### config.mk
export PLATFORM = sky130hd
export DESIGN_NAME = sync_hunter
export DESIGN_NICKNAME = d
export VERILOG_FILES = /design/src/rtl/hunt_pkg.sv /design/src/rtl/hunt_shifter.sv /design/src/rtl/hunt_matcher.sv /design/src/rtl/hunt_framer.sv /design/src/rtl/sync_hunter.sv
export SDC_FILE = /design/constraint.sdc
export NUM_CORES = 1
export LEC_CHECK = 0
export ABC_AREA = 1
export BUFFER_PORTS_ARGS = -buffer_cell sky130_fd_sc_hd__buf_4
export CAP_MARGIN = 10
export CORE_MARGIN = 1.5
export CORE_UTILIZATION = 50
export DETAILED_ROUTE_END_ITERATION = 10
export PLACE_DENSITY = 0.76
export SLEW_MARGIN = 20
export SYNTH_ARGS = -nofsm -noshare
export SYNTH_HDL_FRONTEND = slang
export SYNTH_SLANG_ARGS = --single-unit
### constraint.sdc
create_clock -name clk -period 1.8 [get_ports clk]
set_input_delay 0.36 -clock clk [delete_from_list [all_inputs] [get_ports clk]]
set_output_delay 0.36 -clock clk [all_outputs]
set_load 0.02 [all_outputs]
### src/rtl/hunt_pkg.sv
package hunt_pkg;

   typedef enum logic [1:0] {
      HM_SINGLE = 2'd0,
      HM_DOUBLE = 2'd1,
      HM_FLAG   = 2'd2,
      HM_EXT    = 2'd3
   } hunt_mode_e;

   typedef enum logic [1:0] {
      XR_PIN_A     = 2'd0,
      XR_PIN_B     = 2'd1,
      XR_PIN_OR_PAT = 2'd2,
      XR_PIN_FLAG  = 2'd3
   } ext_rate_e;

endpackage

### src/rtl/hunt_shifter.sv
module hunt_shifter #(
   parameter int WIN_W = 16
) (
   input  logic             clk,
   input  logic             rst_n,
   input  logic             clr,
   input  logic             shift,
   input  logic             din,
   output logic [WIN_W-1:0] win_nx
);

   logic [WIN_W-1:0] win_q;

   // newest bit enters at the top, so earlier bits drift toward bit 0
   assign win_nx = {din, win_q[WIN_W-1:1]};

   always_ff @(posedge clk or negedge rst_n) begin
      if (!rst_n) begin
         win_q <= '0;
      end else if (clr) begin
         win_q <= '0;
      end else if (shift) begin
         win_q <= win_nx;
      end
   end

endmodule

### src/rtl/hunt_matcher.sv
module hunt_matcher #(
   parameter int CHAR_W  = 8,
   parameter int SHORT_W = 6
) (
   input  logic [2*CHAR_W-1:0] win,
   input  logic [CHAR_W-1:0]   pat_a,
   input  logic [CHAR_W-1:0]   pat_b,
   input  logic                short_sel,
   output logic                hit_single,
   output logic                hit_double,
   output logic                hit_strip,
   output logic                hit_flag,
   output logic [CHAR_W-1:0]   cand
);

   localparam int WIN_W = 2 * CHAR_W;

   logic [1:0]        single_v;
   logic [1:0]        double_v;
   logic [1:0]        strip_v;
   logic [CHAR_W-1:0] cand_v [2];

   // index 0 = full length, index 1 = short length
   for (genvar k = 0; k < 2; k++) begin : g_len
      localparam int L = (k == 0) ? CHAR_W : SHORT_W;
      logic [L-1:0]   top_l;
      logic [2*L-1:0] top_2l;
      assign top_l      = win[WIN_W-1 -: L];
      assign top_2l     = win[WIN_W-1 -: 2*L];
      assign single_v[k] = (top_l == pat_a[L-1:0]);
      assign strip_v[k]  = (top_l == pat_b[L-1:0]);
      assign double_v[k] = (top_2l == {pat_b[L-1:0], pat_a[L-1:0]});
      if (L == CHAR_W) begin : g_full
         assign cand_v[k] = top_l;
      end else begin : g_ext
         assign cand_v[k] = {{(CHAR_W-L){1'b0}}, top_l};
      end
   end

   assign hit_single = short_sel ? single_v[1] : single_v[0];
   assign hit_double = short_sel ? double_v[1] : double_v[0];
   assign hit_strip  = short_sel ? strip_v[1]  : strip_v[0];
   assign cand       = short_sel ? cand_v[1]   : cand_v[0];
   // flags are always compared at full length
   assign hit_flag   = single_v[0];

endmodule

### src/rtl/hunt_framer.sv
module hunt_framer
   import hunt_pkg::*;
#(
   parameter int CHAR_W  = 8,
   parameter int SHORT_W = 6
) (
   input  logic              clk,
   input  logic              rst_n,
   input  logic              restart,
   input  logic              bit_vld,
   input  hunt_mode_e        mode,
   input  ext_rate_e         rate,
   input  logic              short_sel,
   input  logic              strip_en,
   input  logic              pin_act,
   input  logic              hit_single,
   input  logic              hit_double,
   input  logic              hit_strip,
   input  logic              hit_flag,
   input  logic [CHAR_W-1:0] cand,
   output logic [CHAR_W-1:0] char_q,
   output logic              char_vld_q,
   output logic              sync_q,
   output logic              flag_q
);

   localparam int CNT_W = $clog2(CHAR_W + 1);
   localparam logic [CNT_W-1:0] LEN_FULL  = CNT_W'(CHAR_W);
   localparam logic [CNT_W-1:0] LEN_SHORT = CNT_W'(SHORT_W);

   logic [CNT_W-1:0] cnt_q;
   logic [CNT_W-1:0] cnt_inc;
   logic [CNT_W-1:0] len_cur;
   logic             flag_framing;
   logic             flag_evt;
   logic             acq_hit;
   logic             acq_evt;
   logic             realign;
   logic             at_boundary;
   logic             drop;

   assign flag_framing = (mode == HM_FLAG) ||
                         ((mode == HM_EXT) && (rate == XR_PIN_FLAG));

   always_comb begin
      acq_hit = 1'b0;
      unique case (mode)
         HM_SINGLE: acq_hit = hit_single;
         HM_DOUBLE: acq_hit = hit_double;
         HM_FLAG:   acq_hit = 1'b0;
         HM_EXT: begin
            if (rate == XR_PIN_OR_PAT) acq_hit = pin_act || hit_single;
            else                       acq_hit = pin_act;
         end
         default:   acq_hit = 1'b0;
      endcase
   end

   assign flag_evt = flag_framing &&
                     (hit_flag || ((mode == HM_EXT) && pin_act));
   assign acq_evt  = !flag_framing && !sync_q && acq_hit;
   assign realign  = flag_evt || acq_evt;

   assign len_cur     = short_sel ? LEN_SHORT : LEN_FULL;
   assign cnt_inc     = cnt_q + 1'b1;
   assign at_boundary = sync_q && (cnt_inc == len_cur);
   assign drop        = (mode == HM_SINGLE) && strip_en && hit_strip;

   always_ff @(posedge clk or negedge rst_n) begin
      if (!rst_n) begin
         cnt_q      <= '0;
         sync_q     <= 1'b0;
         char_q     <= '0;
         char_vld_q <= 1'b0;
         flag_q     <= 1'b0;
      end else if (restart) begin
         cnt_q      <= '0;
         sync_q     <= 1'b0;
         char_vld_q <= 1'b0;
         flag_q     <= 1'b0;
      end else begin
         char_vld_q <= 1'b0;
         flag_q     <= 1'b0;
         if (bit_vld) begin
            if (realign) begin
               cnt_q  <= '0;
               sync_q <= 1'b1;
               flag_q <= flag_evt;
            end else if (sync_q) begin
               if (at_boundary) begin
                  cnt_q <= '0;
                  if (!drop) begin
                     char_q     <= cand;
                     char_vld_q <= 1'b1;
                  end
               end else begin
                  cnt_q <= cnt_inc;
               end
            end
         end
      end
   end

endmodule

### src/rtl/sync_hunter.sv
module sync_hunter
   import hunt_pkg::*;
#(
   parameter int CHAR_W  = 8,
   parameter int SHORT_W = 6
) (
   input  logic              clk,
   input  logic              rst_n,
   input  logic              hunt_restart,
   input  logic              bit_in,
   input  logic              bit_vld,
   input  logic [1:0]        mode,
   input  logic [1:0]        rate_sel,
   input  logic              len6,
   input  logic              strip_en,
   input  logic [CHAR_W-1:0] sync_pri,
   input  logic [CHAR_W-1:0] sync_sec,
   input  logic              sync_n,
   output logic [CHAR_W-1:0] char_out,
   output logic              char_vld,
   output logic              sync_ok,
   output logic              flag_pulse
);

   localparam int WIN_W = 2 * CHAR_W;

   if (CHAR_W < 2) begin : g_bad_char
      $error("CHAR_W must be at least 2");
   end
   if (SHORT_W < 1 || SHORT_W >= CHAR_W) begin : g_bad_short
      $error("SHORT_W must lie between 1 and CHAR_W-1");
   end

   logic [WIN_W-1:0]  win_nx;
   logic              hit_single;
   logic              hit_double;
   logic              hit_strip;
   logic              hit_flag;
   logic [CHAR_W-1:0] cand;

   hunt_shifter #(.WIN_W(WIN_W)) i_shifter (
      .clk    (clk),
      .rst_n  (rst_n),
      .clr    (hunt_restart),
      .shift  (bit_vld),
      .din    (bit_in),
      .win_nx (win_nx)
   );

   hunt_matcher #(.CHAR_W(CHAR_W), .SHORT_W(SHORT_W)) i_matcher (
      .win        (win_nx),
      .pat_a      (sync_pri),
      .pat_b      (sync_sec),
      .short_sel  (len6),
      .hit_single (hit_single),
      .hit_double (hit_double),
      .hit_strip  (hit_strip),
      .hit_flag   (hit_flag),
      .cand       (cand)
   );

   hunt_framer #(.CHAR_W(CHAR_W), .SHORT_W(SHORT_W)) i_framer (
      .clk        (clk),
      .rst_n      (rst_n),
      .restart    (hunt_restart),
      .bit_vld    (bit_vld),
      .mode       (hunt_mode_e'(mode)),
      .rate       (ext_rate_e'(rate_sel)),
      .short_sel  (len6),
      .strip_en   (strip_en),
      .pin_act    (!sync_n),
      .hit_single (hit_single),
      .hit_double (hit_double),
      .hit_strip  (hit_strip),
      .hit_flag   (hit_flag),
      .cand       (cand),
      .char_q     (char_out),
      .char_vld_q (char_vld),
      .sync_q     (sync_ok),
      .flag_q     (flag_pulse)
   );

endmodule

======== Word level (Yosys, flattened, before mapping) ========
Index checks and enable logic that the tools add are counted.
storage, ports and cells
  bits in registers ....................... 31
  output and inout port bits .............. 11
  logic and storage cells ................. 70
operators by class
  $add $sub $neg .......................... 1
  eq/ne operators ......................... 12
  muxes and demuxes ....................... 26
  bitwise gates (word level) .............. 3
  reductions and logical operators ........ 22
operators with widths
  kind                                                                   count
  16-bit two-way mux                                                     2
  4-bit two-way mux                                                      6
  16-bit equality test                                                   1
  8-bit equality test                                                    2
  1-bit two-way mux                                                      16
  12-bit equality test                                                   1
  6-bit equality test                                                    2
  2-bit equality test, second input constant                             4
  1-bit logical AND                                                      8
  8-bit two-way mux                                                      1
  6-bit AND reduction                                                    1
  4-bit by 1-bit adder with 4-bit output, second input constant          1
  4-bit equality test                                                    1
  1-bit logical OR                                                       4
  1-bit one-hot mux with 4 select lines                                  1
  2-bit AND reduction                                                    2
  2-bit nonzero test                                                     2
  1-bit zero test                                                        3
  1-bit NOT                                                              3
  3-bit nonzero test                                                     1
  2-bit by 1-bit equality test with 1-bit output, second input constant  1
  2-bit zero test                                                        1

======== Logic depth before layout (Yosys ltp) ========
Gate-level depths: netlist of run 1.
  word-level depth ........................ 10
  mapped depth ............................ 16

======== Cells and area by module ========
A second synthesis of run 1 with hierarchy kept.
unflattened totals
  cells, all modules ...................... 346
  area, all modules ....................... 2188.3 µm²
by module, submodules not included
  module        times used  cells each  area each (µm²)
  hunt_framer   1           109         803.3
  hunt_matcher  1           169         763.2
  hunt_shifter  1           67          618.1
  sync_hunter   1           1           3.8

======== Least setup slack after synthesis of run 1 ========
No wires, ideal clock.
  kind .................................... reg-to-reg
  start ................................... register i_framer.cnt_q[0]
  end ..................................... register i_framer.char_q[6]
  arrival ................................. 1761 ps
  data required time ...................... 1683 ps
  path slack .............................. -78 ps
  cell stages (with the launch flop) ...... 11
  buffers on the path ..................... 1
  period minus slack after synthesis ...... 1878 ps
  cell sequence ........................... dfrtp_1 ha_1 xor2_1 nand2_1 o21bai_1 nand4_1 a211oi_2 nand2_4 buf_12 nand2_2 o21ai_2
between the ends
  longest elaborated chain between the ends .. 4
ends and longest elaborated chain
  what                                    RTL line           RTL
  start, declared                         hunt_framer.sv:31  logic [CNT_W-1:0] cnt_q;
  start signal, assigned                  hunt_framer.sv:97  cnt_q <= cnt_inc;
  4-bit by 1-bit adder with 4-bit output  hunt_framer.sv:65  assign cnt_inc = cnt_q + 1'b1;
  4-bit equality test                     hunt_framer.sv:66  assign at_boundary = sync_q && (cnt_inc == len_cur);
  1-bit logical AND                       hunt_framer.sv:66
  6-bit AND reduction (no source line)    --
  end signal, assigned                    hunt_framer.sv:93  char_q <= cand;
  end, declared                           hunt_framer.sv:21  output logic [CHAR_W-1:0] char_q,
Every way passes these cells.
A chain may end at the register's enable or synchronous reset.

======== Worst setup path after layout of run 1 ========
  start ................................... register i_shifter.win_q[14]
  end ..................................... register i_framer.cnt_q[1]
between the ends
  longest elaborated chain between the ends .. 10
ends and longest elaborated chain
  what                                                               RTL line            RTL
  start, declared                                                    hunt_shifter.sv:12  logic [WIN_W-1:0] win_q;
  start signal, assigned                                             hunt_shifter.sv:23  win_q <= win_nx;
  8-bit equality test / 6-bit equality test (equally long branches)  hunt_matcher.sv:30  assign single_v[k] = (top_l == pat_a[L-1:0]);
  1-bit two-way mux                                                  hunt_matcher.sv:40  assign hit_single = short_sel ? single_v[1] : single_v[0];
  1-bit logical OR                                                   hunt_framer.sv:52   if (rate == XR_PIN_OR_PAT) acq_hit = pin_act || hit_single;
  1-bit two-way mux                                                  hunt_framer.sv:52
  1-bit one-hot mux with 4 select lines                              hunt_framer.sv:47   unique case (mode)
  1-bit logical AND                                                  hunt_framer.sv:61   assign acq_evt = !flag_framing && !sync_q && acq_hit;
  1-bit logical OR *                                                 hunt_framer.sv:62   assign realign = flag_evt || acq_evt;
  4-bit two-way mux                                                  hunt_framer.sv:85   if (realign) begin
  4-bit two-way mux                                                  hunt_framer.sv:84   if (bit_vld) begin
  4-bit two-way mux                                                  hunt_framer.sv:76   end else if (restart) begin
Every way passes the cells marked *; elsewhere a longest branch is shown, timed or not. The select of a mux whose other input is x is not followed.

==> metrics.md, run 1 <==
| Metric | Value |
|---|---|
| Syn Area/Cell | `~7.3 sq um` |
| Fin Clk Skew | `~0.0073 ns` |
| Final setup vio count | `13` |
| Status | `finished, violations left` |
| Gr ovfl total | `0` |
| Vias | `between 2000 and 2500` |
| Final Cell Area | `roughly 2800 sq um` |
| Post-synthesis sequential area ratio | `about 37%` |
| Critical Path RT | `2.02 ns` |
| Sequential share of power | `approximately 40%` |
| Commonest non-fill, non-tap cell in the layout | `nand2_1` |
| H-tree levels | `2` |
| Clk buf depth | `2` |
| Vias in the first global route | `2055` |
| Crit path DAT | `approximately 2.2 ns` |
| Ratio of cells with drive above 1 in the final layout | `roughly 37%` |
| Total Wirelength | `around 6000 microns` |
| # rows | `22` |
| Initial antenna violation count | `0` |
| Normalized max-slew margin | `71.4%` |
| MaxCap Viol Count | `0` |
| Hold WS | `-0.00148 ns` |
| Die Wd | `between 60 and 70 microns` |
| Clk slew on worst S/H paths | `roughly 0.07 ns` |
| Most frequent cells in the layout | `nand2_1, buf_4, dfrtp_1` |
| First-pass GRT wire length | `9520 microns` |
| Die Y | `between 60 and 70 microns` |
| Ant diodes | `0` |
| Power share of the clock group | `38.7%` |
| Failing checks | `negative hold slack, negative setup slack` |
| Clock Sinks | `30` |
| Int Pwr | `1270 uW` |
| CP max stage delay | `0.44 ns` |
| CP most frequent cell | `nand2_1` |
| Root Driver | `clkbuf_8` |
| Initial DRC count | `between 150 and 200` |
| Die area | `approximately 4400 sq um` |
| Detailed Routing Iterations Pass 1 | `4` |
| Hold Crit Class | `in -> async` |
| Switching Share | `~28%` |
| Remaining DRCs | `0` |
| GPL Wtd Cong | `approximately 0.91` |
| Slew at the pin closest to its max-slew limit | `roughly 0.43 ns` |
| CTS tree | `yes` |
| EDFF count, synth | `0` |
| # hold bufs at CTS | `0` |
| Synth Cell Area | `2020 sq um` |
| Post-synthesis net count | `approximately 300` |
| Worst path cell trace | `inv_4, nand2_1, nand2_1, nand2_1, nor2_2, nand3_1, nand2_2, a21oi_1, nand2_2, nand2_2, buf_4, nand3_1, nor2_1, nand3_1, nand2_1` |
| Crit path capture type | `flip-flop` |
| Pwr/cell area | `approximately 630 nW/um^2` |
| Final Non-Filler Cells | `405` |
| Flops & latches, synth | `30` |
| LEAKAGE | `about 0.0014 uW` |
| Top Ports | `39` |
| Async SR Flop Fraction | `100%` |
| Area grow syn2layout | `38.9%` |
| Synth Warn # | `0` |
| Comb pwr share | `21.4%` |
| Largest net degree at the start of global routing | `31` |
| Crit path time final | `roughly 1.9 ns` |
| Clk Latency, worst-skew pair | `0.29 ns` |
| Remaining antenna violation count | `0` |
| Cell Area, Placed | `~2500 sq um` |
| RSZ-0062 raised after global routing | `true` |
| Critical setup path kind | `reg -> reg` |
| Post-synthesis cell count | `279` |
| Slew Limit Fails | `0` |
| Final Hold Viols | `5` |
| Nets@finish | `approximately 390` |
| Initial Util | `between 50% and 60%` |
| Setup crit start kind | `flip-flop` |
| Total power | `between 1500 and 2000 uW` |
| Post-place setup slack | `-0.0553 ns` |
| Core ar. | `about 3800 sq um` |
| PortBufs | `38` |
| Vias/cell | `about 5.5` |
| Post-DP HPWL | `about 3800 microns` |
| VDD IR max | `about 0.46 mV` |
| Max Clk Rate | `~0.51 GHz` |
| Critical Path Fanout Max | `6` |
| Crit share post-route | `108%` |
| Sw Pwr | `just under 500 uW` |
| Dpl cells | `roughly 380` |
| Slowest CP cell | `dfrtp_2` |
| GRT Overall Usage | `between 20 and 30%` |
| Yosys cell types | `31` |
| Setup TNS | `-0.994 ns` |
| Top FF cell, synth | `dfrtp_1` |
| Num CTS Buffers | `5` |
| Wire per inst | `14.5 microns` |
| Final setup margin | `-0.145 ns` |
flip-flops by register name, indices dropped and copies added (netlist names):
name                 cells
i_framer.cnt_q           4
i_shifter.win_q         15
i_framer.char_q          8
i_framer.flag_q          1
i_framer.char_vld_q      1
i_framer.sync_q          1
timing repair:
item / in CTS / in global routing
pin swaps: 1 / 9
gates resized for setup: 10 / 14
gates cloned: 2 / 0
endpoints found under the setup margin: 13 / 14
buffers inserted: 4 / 7
power groups by stage:
stage          logic, uW  registers, uW  clock network [uW]
6_report             378            707                 684
5_1_grt              417            708                 721
4_1_cts              345            705                 693
3_5_place_dp         332            718                   0
3_3_place_gp         327            717                   0
2_1_floorplan        171            719                   0
metrics by stage:
step,util (%),hold WS [ns]
detailed placement,66.8,0.311
floorplan,-,0.0644
global route,74.6,0.0304
finish,74.6,-0.00148
CTS,72.2,0.00329
global placement,66.8,0.312
cell families (layout without fill, tap and decap cells):
family,after synthesis,in the layout,synth area share (%)
compound gates,54,54,17.2
xor+xnor,17,17,7.73
fa+ha+maj,1,1,0.618
buf+inv,41,117,8.65
flops,30,30,37.1
simple gates,136,138,28.7
synth_stat cells, types with 6 or more instances:
cell / count / area, sq um
o22ai_1: 15 / 93.8
inv_1: 26 / 97.6
a21oi_1: 6 / 30.0
o21ai_0: 15 / 75.1
nor2_1: 20 / 75.1
inv_2: 8 / 30.0
nand3_1: 13 / 65.1
nand4_1: 6 / 37.5
xnor2_1: 11 / 96.3
dfrtp_1: 30 / 751
o21ai_2: 9 / 78.8
nand2_1: 85 / 319
routing by layer:
metal	part of all wire [%]	up-vias	routed length, microns	track usage (%)
met5	0	-	0	0
met1	42	1055	2450	35.9
met4	2.6	0	152	11.0
li1	-	1065	-	-
met3	5.3	19	311	4.56
met2	50	77	2950	49.1
critical path: cells and delay by family (launching register included):
family,cells,cell delay (ns)
simple gates,12,1.06
flops,1,0.44
buf+inv,2,0.20
compound gates,1,0.16
final cells by class:
| cell class | count | area (sq um) |
|---|---|---|
| clock buffers | 6 | 72.6 |
| clock inverters | 2 | 37.5 |
| flip-flops and latches | 30 | 754 |
| multi-input cells | 210 | 1190 |
| fillers | 279 | 960 |
| inverters | 34 | 130 |
| repair buffers | 75 | 571 |
| well taps | 48 | 60.1 |
worst paths after layout:
kind | startpoint | endpoint | slack, ns | cells past startpoint
hold / removal | rst_n | i_shifter.win_q[10] | -0.001 | 1
setup reg to reg | i_shifter.win_q[14] | i_framer.cnt_q[1] | -0.14 | 15
min in group clk | hunt_restart | i_framer.sync_q | 0.26 | 2
max in group asynchronous | rst_n | i_shifter.win_q[11] | 1.49 | 1
setup / recovery | i_shifter.win_q[14] | i_framer.cnt_q[1] | -0.14 | 15
hold reg to reg | i_framer.char_q[3] | i_framer.char_q[3] | 0.49 | 2
Power figures use the tool's default switching activity.
==> run 2: changes to the inputs <==
- CORE_UTILIZATION: 50 -> 52
- clock period: 1.8 -> 2.2 ns (I/O delays scaled with it)
==> metrics.md, run 2 (synthesis results as in run 1) <==
| Metric | Value |
|---|---|
| Vias | `1952 (-12%)` |
| Clock Sinks | `30 (unchanged)` |
| Critical setup path kind | `reg -> reg` |
| Hold Crit Class | `in -> async` |
| MaxCap Viol Count | `0 (unchanged)` |
| Ant diodes | `0 (unchanged)` |
| Max Clk Rate | `0.488 GHz (-5.2%)` |
| Vias/cell | `5.30 (-3.1%)` |
| Final Hold Viols | `0 (-5)` |
| Largest net degree at the start of global routing | `31 (unchanged)` |
| Post-CTS repair timing setup buffer count | `0 (-4)` |
| Max reg flops | `15 (unchanged)` |
| Initial Util | `54.9% (+1.2 points)` |
| R2r setup slk | `0.15 ns (+0.29 ns)` |
| Clk slew on worst S/H paths | `0.07 ns (about the same)` |
| Core ar. | `3690 sq um (-2.2%)` |
| CP most frequent cell | `nand2_1` |
| Die Y | `65.4 microns (-1.9%)` |
| Critical Path Fanout Max | `17 (+11)` |
| PortBufs | `38 (unchanged)` |
| GRT Overall Usage | `26.0% (-2.7 points)` |
| VDD IR max | `0.458 mV (-0.71%)` |
| Remaining DRCs | `0 (unchanged)` |
| Clk buf depth | `2 (unchanged)` |
| Slew Limit Fails | `0 (unchanged)` |
| Critical Path RT | `2.38 ns (+0.36 ns)` |
| # rows | `22 (unchanged)` |
| Multi-input gate area | `1100 sq um (-7.4%)` |
| Initial antenna violation count | `0 (unchanged)` |
| Most frequent cells in the layout | `nand2_1, buf_4, dfrtp_1` |
| Root Driver | `clkbuf_8` |
| Hold WS | `0.0705 ns (+0.0719 ns)` |
| Post-DP HPWL | `3710 microns (-1.6%)` |
| H-tree levels | `2 (unchanged)` |
| CTS tree | `yes` |
| Vias in the first global route | `1874 (-8.8%)` |
| Final setup vio count | `0 (-13)` |
| Gr ovfl total | `0 (unchanged)` |
| Biggest register | `i_shifter.win_q` |
| Slew at the pin closest to its max-slew limit | `0.400 ns (-0.0280 ns)` |
| Crit path DAT | `2.23 ns (+0.06 ns)` |
| Layout fillers | `344 (+23%)` |
| RSZ-0062 raised after global routing | `false` |
| Crit share post-route | `93.2% (-15 points)` |
| Crit path time final | `2.05 ns (+0.106 ns)` |
| Total Wirelength | `4970 microns (-15%)` |
| Top Ports | `39 (unchanged)` |
| GPL Wtd Cong | `0.957 (+5.3%)` |
| Num CTS Buffers | `5 (unchanged)` |
| Remaining antenna violation count | `0 (unchanged)` |
| Biggest regs | `i_shifter.win_q: 15 flops, i_framer.char_q: 8 flops, i_framer.cnt_q: 4 flops` |
| Crit path capture type | `flip-flop` |
| Status | `complete, no violations` |
| LEAKAGE | `0.00122 uW (-12%)` |
| Post-CTS sizing | `0 (-10)` |
| # hold bufs at CTS | `0 (unchanged)` |
| Commonest non-fill, non-tap cell in the layout | `nand2_1` |
| Wire per inst | `13.5 microns (-6.7%)` |
| Detailed Routing Iterations Pass 1 | `4 (unchanged)` |
| First-pass GRT wire length | `8460 microns (-11%)` |
| Slowest CP cell | `dfrtp_1` |
| Worst path cell trace | `ha_1, xor2_1, nand2_1, o21bai_1, nand4_1, a211oi_2, nand2_4, nand2_1, o21ai_2` |
| Clk Latency, worst-skew pair | `0.29 ns (about the same)` |
| Die area | `4280 sq um (-3.7%)` |
| CP max stage delay | `0.43 ns (about the same)` |
| Ratio of cells with drive above 1 in the final layout | `24.1% (-13 points)` |
| Initial DRC count | `191 (+7.3%)` |
| Pwr/cell area | `566 nW/um^2 (-10%)` |
| Setup TNS | `0 ns (+0.994 ns)` |
| Die Wd | `65.4 microns (-1.9%)` |
| Nets@finish | `348 (-9.6%)` |
| Setup crit start kind | `flip-flop` |
| Normalized max-slew margin | `73.3% (+1.9 points)` |
| Register area | `751 sq um (-0.50%)` |
| Fin Clk Skew | `0.00662 ns (-0.000645 ns)` |
| Area grow syn2layout | `21.1%` |
[run 2: power breakdown]
part           total [uW]  internal [uW]  switching [uW]
logic                 241           99.9             141
registers             581            564            17.0
clock network         564            336             228
[run 2: cell type report]
type / instances / share of cell area, %
multi-input cells: 208 / 44.8
flip-flops and latches: 30 / 30.6
repair buffers: 40 / 12.3
inverters: 34 / 5.21
clock buffers: 5 / 2.81
well taps: 48 / 2.45
clock inverters: 3 / 1.84
[run 2: path summary, 6_finish.rpt]
path,cells after the start,end,start
max,9,i_framer.char_q[5],i_framer.cnt_q[0]
min,1,i_shifter.win_q[12],rst_n
max reg2reg,9,i_framer.char_q[5],i_framer.cnt_q[0]
min reg2reg,2,i_framer.char_q[0],i_framer.char_q[0]
max in group asynchronous,1,i_framer.sync_q,rst_n
min in group clk,2,i_framer.sync_q,hunt_restart
[run 2: per-stage QoR]
stage	cell area [sq um]	cells	worst slack (ns)	power (uW)	util (%)
floorplan	2020	279	0.322	727	-
global placement	2340	360	0.201	824	63.4
detailed placement	2340	360	0.163	828	63.4
CTS	2450	368	0.157	1390	66.5
global route	2450	368	0.0324	1450	66.5
finish	2450	368	0.149	1390	66.5
[run 2: worst max-delay path, delay by kind of cell, from the launching register on]
kind	cells	cell delay [ns]
compound gates	3	0.45
xor+xnor	1	0.24
fa+ha+maj	1	0.22
flops	1	0.43
simple gates	4	0.61
[run 2: per-layer routing]
layer / global-route usage [%] / share of wire [%] / vias to the layer above
met5: 0 / 0 / -
met2: 42.2 / 48 / 56
met1: 34.8 / 46 / 905
met4: 5.47 / 0.70 / 0
li1: - / - / 986
met3: 7.02 / 5.8 / 5
